File: config.mk
export PLATFORM = sky130hd
export DESIGN_NAME = rec_loop_ctrl
export DESIGN_NICKNAME = d
export VERILOG_FILES = /design/src/rtl/rec_loop_ctrl.sv
export SDC_FILE = /design/constraint.sdc
export NUM_CORES = 1
export LEC_CHECK = 0
export ABC_AREA = 1
export BUFFER_PORTS_ARGS = -buffer_cell sky130_fd_sc_hd__buf_2
export CORE_MARGIN = 8
export CORE_UTILIZATION = 40
export CTS_BUF_LIST = sky130_fd_sc_hd__clkbuf_8
export CTS_CLUSTER_DIAMETER = 60
export CTS_CLUSTER_SIZE = 16
export DETAILED_ROUTE_END_ITERATION = 10
export GPL_ROUTABILITY_DRIVEN = 0
export SLEW_MARGIN = 20
export SYNTH_ARGS = -nofsm -noshare
export SYNTH_HDL_FRONTEND = slang
export SYNTH_SLANG_ARGS = --single-unit
export TNS_END_PERCENT = 20
File: constraint.sdc
create_clock -name clk -period 2.5 [get_ports clk]
set_clock_uncertainty 0.05 [all_clocks]
set_input_delay 0.625 -clock clk [delete_from_list [all_inputs] [get_ports clk]]
set_output_delay 0.625 -clock clk [all_outputs]
set_load 0.02 [all_outputs]
File: src/rtl/rec_loop_ctrl.sv
module rec_loop_ctrl #(
  parameter int TRACKS = 16,
  parameter int WORDS  = 446428,
  parameter int EDGE_W = 4,
  parameter int ALIGN  = 1,
  localparam int TRK_W  = $clog2(TRACKS),
  localparam int CNT_W  = $clog2(WORDS),
  localparam int ADDR_W = TRK_W + CNT_W
) (
  input  logic              clk,
  input  logic              rst_n,
  input  logic [TRK_W-1:0]  track_sel,
  input  logic              play_req,
  input  logic              rec_req,
  input  logic [EDGE_W-1:0] edge_cnt,
  input  logic              word_tick,
  output logic              mem_req,
  output logic              mem_we,
  output logic [ADDR_W-1:0] mem_addr,
  output logic              play_en,
  output logic              rec_en,
  output logic              play_led,
  output logic              rec_led
);
  typedef enum logic [2:0] {IDLE, PWAIT, RWAIT, PLAY, REC} st_t;

  st_t              st;
  logic [TRK_W-1:0] trk;
  logic [CNT_W-1:0] idx;

  wire aligned = (edge_cnt == EDGE_W'(ALIGN));
  wire last    = (idx == CNT_W'(WORDS - 1));

  always_ff @(posedge clk) begin
    if (!rst_n) begin
      st  <= IDLE;
      trk <= '0;
      idx <= '0;
    end else begin
      case (st)
        IDLE: begin
          idx <= '0;
          if (play_req) begin
            st  <= PWAIT;
            trk <= track_sel;
          end else if (rec_req) begin
            st  <= RWAIT;
            trk <= track_sel;
          end
        end
        PWAIT: if (aligned) st <= PLAY;
        RWAIT: if (aligned) st <= REC;
        PLAY, REC: if (word_tick) begin
          if (last) begin
            st  <= IDLE;
            idx <= '0;
          end else begin
            idx <= idx + 1'b1;
          end
        end
        default: st <= IDLE;
      endcase
    end
  end

  assign play_en  = (st == PLAY);
  assign rec_en   = (st == REC);
  assign play_led = play_en | (st == PWAIT);
  assign rec_led  = rec_en | (st == RWAIT);
  assign mem_req  = (play_en | rec_en) & word_tick;
  assign mem_we   = rec_en & word_tick;
  assign mem_addr = {trk, idx};
endmodule

Yosys cells after proc, flatten, opt, wreduce, memory -nomap -nowiden
Index checks and enable logic that the tools add are counted.
Widths: inputs -> output; s select.
Word-level totals
  flip-flop bits (word level): 26
  bits in latches: 0
  RAM bits: 0
  bits in read-only memories: 0
  input bits: 13
  output and inout port bits: 29
  logic and storage cells: 39
  memories: 0
Operators by class
  $add $sub $neg: 1
  multipliers: 0
  div/mod/pow operators: 0
  order comparisons: 0
  equality and inequality tests: 11
  shift operators: 0
  multiplexer cells: 12
  bitwise logic cells: 5
  reductions and logical operators: 7
Operators with widths (number)
  $mux 19: 2
  $pmux 19 s2: 1
  $add 19x1->19 const B: 1
  $eq 19x19->1 const B: 1
  $mux 3: 6
  $pmux 3 s4: 1
  $mux 4: 2
  $ne 2x2->1 const B: 4
  $eq 3x2->1 const B: 2
  $reduce_and 5->1: 1
  $eq 4x1->1 const B: 1
  $reduce_and 2->1: 2
  $reduce_bool 2->1: 2
  $eq 3x1->1 const B: 1
  $eq 3x3->1 const B: 1
  $logic_not 3->1: 1
  $ne 3x3->1 const B: 1
  $or 1x1->1: 3
  $and 1x1->1: 2
  $reduce_or 2->1: 1

Depth between registers and ports, before layout
  depth in word-level cells: 4
  depth in mapped cells: 11
  depth with buffers taken out: 10

Worst setup path after synthesis
OpenSTA, ideal clock, no wires.
  path kind: reg2out
  from: register st[1]
  to: output port rec_led
  arrival: 1.035 ns
  required time: 1.825 ns
  slack: 0.790 ns
  stages on the path, launching flop included: 5
  path buffers: 0
  cells stage by stage: dfxtp_1 nor2_1 nand2_1 inv_1 or2_2
Between the ends
  longest elaborated chain between the ends: 2
  elaborated cells on any way between the ends: 3
  those cells by class: eq/ne: 2; bitwise: 1
RTL lines
  start, declared: RTL line 27  | st_t st;
  start signal, assigned: RTL line 36  | st <= IDLE;
  start signal, assigned: RTL line 44  | st <= PWAIT;
  start signal, assigned: RTL line 47  | st <= RWAIT;
  $eq 3x3->1: RTL line 67  | assign rec_en = (st == REC);
  net rec_en: RTL line 21  | output logic rec_en,
  $or 1x1->1: RTL line 69  | assign rec_led = rec_en | (st == RWAIT);
  end, declared: RTL line 23  | output logic rec_led
The timed path passes the listed nets, and every way through them passes these cells.

Final worst setup path
  from: register st[1]
  to: output port rec_led
Between the ends
  longest elaborated chain between the ends: 2
  elaborated cells on any way between the ends: 3
  those cells by class: eq/ne: 2; bitwise: 1
RTL lines (RTL line)
  $eq 3x3->1 / $eq 3x2->1 (equally long branches): 67, 69
  $or 1x1->1 *: 69
Every way passes the cells marked *; elsewhere a longest branch is shown, timed or not.

==> summary.txt <==
STA
  – Period utilization: 0.840
  – Unrepaired setup endpoints after global routing: no
  – FMAX: 0.476 GHz
  – Final setup viols: 0
  – Slew @ Worst Pin: 0.476 ns
  – Final hold slack: 0.401 ns
  – Hold violation count in the final report: 0
  – Post-layout min period: 2.10 ns
  – Max-Slew Margin vs Limit: 0.680
  – Setup ws final: 0.401 ns
  – Slew Viols, Final: 0
  – Setup_tns: 0 ns

Clock network
  – CTS buffer count: 3
  – CTS tree: yes
  – Clk sinks: 26
  – Clk slew on worst S/H paths: 0.08 ns
  – Cts repair resizes: 0
  – CTS H-tree depth: 1
  – Post-CTS Repair Setup Buffers: 0
  – Root Driver: clkbuf_8
  – Post-CTS Hold Buffers: 0
  – Clk buf depth: 2
  – Worst skew pair latency: 0.27 ns

Critical path
  – WP data arrival: 1.42 ns
  – Worst path required time: 1.82 ns
  – Slowest CP cell: dfxtp_1
  – Cells along the critical path: nor2_1 > nand2_1 > inv_1 > or2_2 > buf_2
  – Crit path capture type: output port
  – Max stage delay on crit path: 0.43 ns
  – Startpoint Class: register
  – Critical path class: register to output port
  – Crit-path max FO: 6

Global routing
  – Number of global-route vias before repair: 1368
  – Largest net degree at the start of global routing: 24
  – Remaining global-route overflow: 0
  – Global-route wire length before repair: 6.00 mm
  – Antenna violations before repair: 0
  – GRT Util Overall: 0.117

Layout
  – Most frequent cells in the layout: nor2_1, nand2_1, buf_2, inv_1, dfxtp_1
  – Design Area, Final: 0.00176 mm²
  – Fillers: 402
  – N_diodes: 0
  – Layout cells sized above 1: 0.223
  – Final net count: 285
  – Commonest non-fill, non-tap cell in the layout: nor2_1
  – Area taken by multi-input logic gates: 813 µm²
  – Syn-to-layout area delta: 17.1%
  – Area taken by flip-flops and latches: 520 µm²

Yosys
  – Sequential fraction of the synthesis area: 0.346
  – Synth Cell Area: 0.00151 mm²
  – Syn avg cell area: 6.55 µm²
  – Synthesized instance count: 230
  – Synthesized net count: 244
  – Register bit total from synthesis: 26
  – Ys Warns: 0
  – Distinct cells, synth: 26

Routing
  – Detailed-route DRC error count: 0
  – Routed WL per cell: 11.1 µm
  – Initial drt markers: 113
  – DR pass1 iterations: 4
  – Vias/cell: 4.63
  – WL final: 3.52 mm
  – Final ANT Viol Nets: 0
  – Vias: 1467

Placed design
  – DP Worst Slack: 0.690 ns
  – Dpl cell area: 0.00172 mm²
  – PortBufs: 41
  – HPWL after detailed placement: 2.71 mm

Hold path
  – Hold WC Path Type: register to register

Power
  – Tot Pwr: 1.40 mW
  – Pwr Density: 791 mW/mm²
  – Static leakage power: 0.838 nW
  – Worst vdd ir: 0.494 mV

Die
  – Die Y-Extent: 77.4 µm
  – Std-Cell Rows: 22
  – Placeable Area: 0.00363 mm²
  – Horiz. Die Dim: 77.4 µm
  – Initial Util: 0.415
  – Die ar.: 0.00599 mm²
  – Ports: 42

Run status
  – Outcome: completed

Job
  – Maxcap violations: 0
[logic make-up (layout without fill, tap and decap cells)]
family                     Yosys count  count (layout)  synth area share
AOI/OAI and AO/OA                   19              19            0.0714
xor gates and xnor gates            10              10            0.0581
adders and majority gates            1               1           0.00830
buffers and inverters               38              77             0.115
DFF                                 26              26             0.346
and+or+nand+nor                    136             136             0.402
[sequential cells by signal, summed over array words and instances (netlist names)]
name  count
idx      19
trk       4
st        3
[Yosys cell counts]
cell      instances  area [µm²]
nand3_2           2        20.0
dfxtp_1          26         521
o21ai_1           1        5.00
a211oi_1          1        7.51
nand2_4           2        22.5
o211ai_1          1        7.51
a21oi_1           7        35.0
buf_8             1        15.0
nand3_1          15        75.1
o21ai_2           2        17.5
ha_1              1        12.5
o21ai_0           7        35.0
nor2_2            1        6.26
inv_1            32         120
nand4_1           7        43.8
nor2_1           48         180
buf_4             1        7.51
or2_0             1        6.26
xor2_1           10        87.6
buf_6             2        22.5
or2_2             2        12.5
inv_2             1        3.75
nand2_2           6        37.5
nor3_1            5        25.0
clkbuf_1          1        3.75
nand2_1          47         176
[routing by layer]
layer / vias up / wire length, µm / track usage
met3: 4 / 198 / 0.0438
li1: 795 / - / -
met5: - / 0 / 0
met1: 632 / 1760 / 0.151
met4: 0 / 27 / 0.0245
met2: 36 / 1540 / 0.180
[critical path, delay by kind of cell (launching register included)]
family	cells	cell delay (ns)
buffers and inverters	2	0.23
and+or+nand+nor	3	0.50
DFF	1	0.43
[area by class of cell]
cell class | count | share of cell area
well taps | 48 | 0.0340
inverters | 33 | 0.0702
repair buffers | 41 | 0.116
flip-flops and latches | 26 | 0.295
multi-input cells | 166 | 0.461
clock buffers | 3 | 0.0234
[through the flow]
stage | util | std cells
2_1_floorplan | - | 230
3_3_place_gp | 0.474 | 314
3_5_place_dp | 0.474 | 314
4_1_cts | 0.486 | 317
5_1_grt | 0.486 | 317
6_report | 0.486 | 317
[final timing paths]
path                          endpoint  slack, ns  cells past startpoint                 from
setup reg to reg  idx[10]$_SDFFE_PN0P_       0.70                      7   st[2]$_SDFFE_PN0P_
setup / recovery               rec_led       0.40                      5   st[1]$_SDFFE_PN0P_
hold / removal     trk[3]$_SDFFE_PN0P_       0.40                      2  trk[3]$_SDFFE_PN0P_
hold reg to reg    trk[3]$_SDFFE_PN0P_       0.40                      2  trk[3]$_SDFFE_PN0P_
[where the power goes]
part           internal, mW  switching, mW
sequential            0.470         0.0548
combinational         0.197          0.436
clock                 0.108          0.129
total                 0.775          0.620
Power figures use the tool's default switching activity.
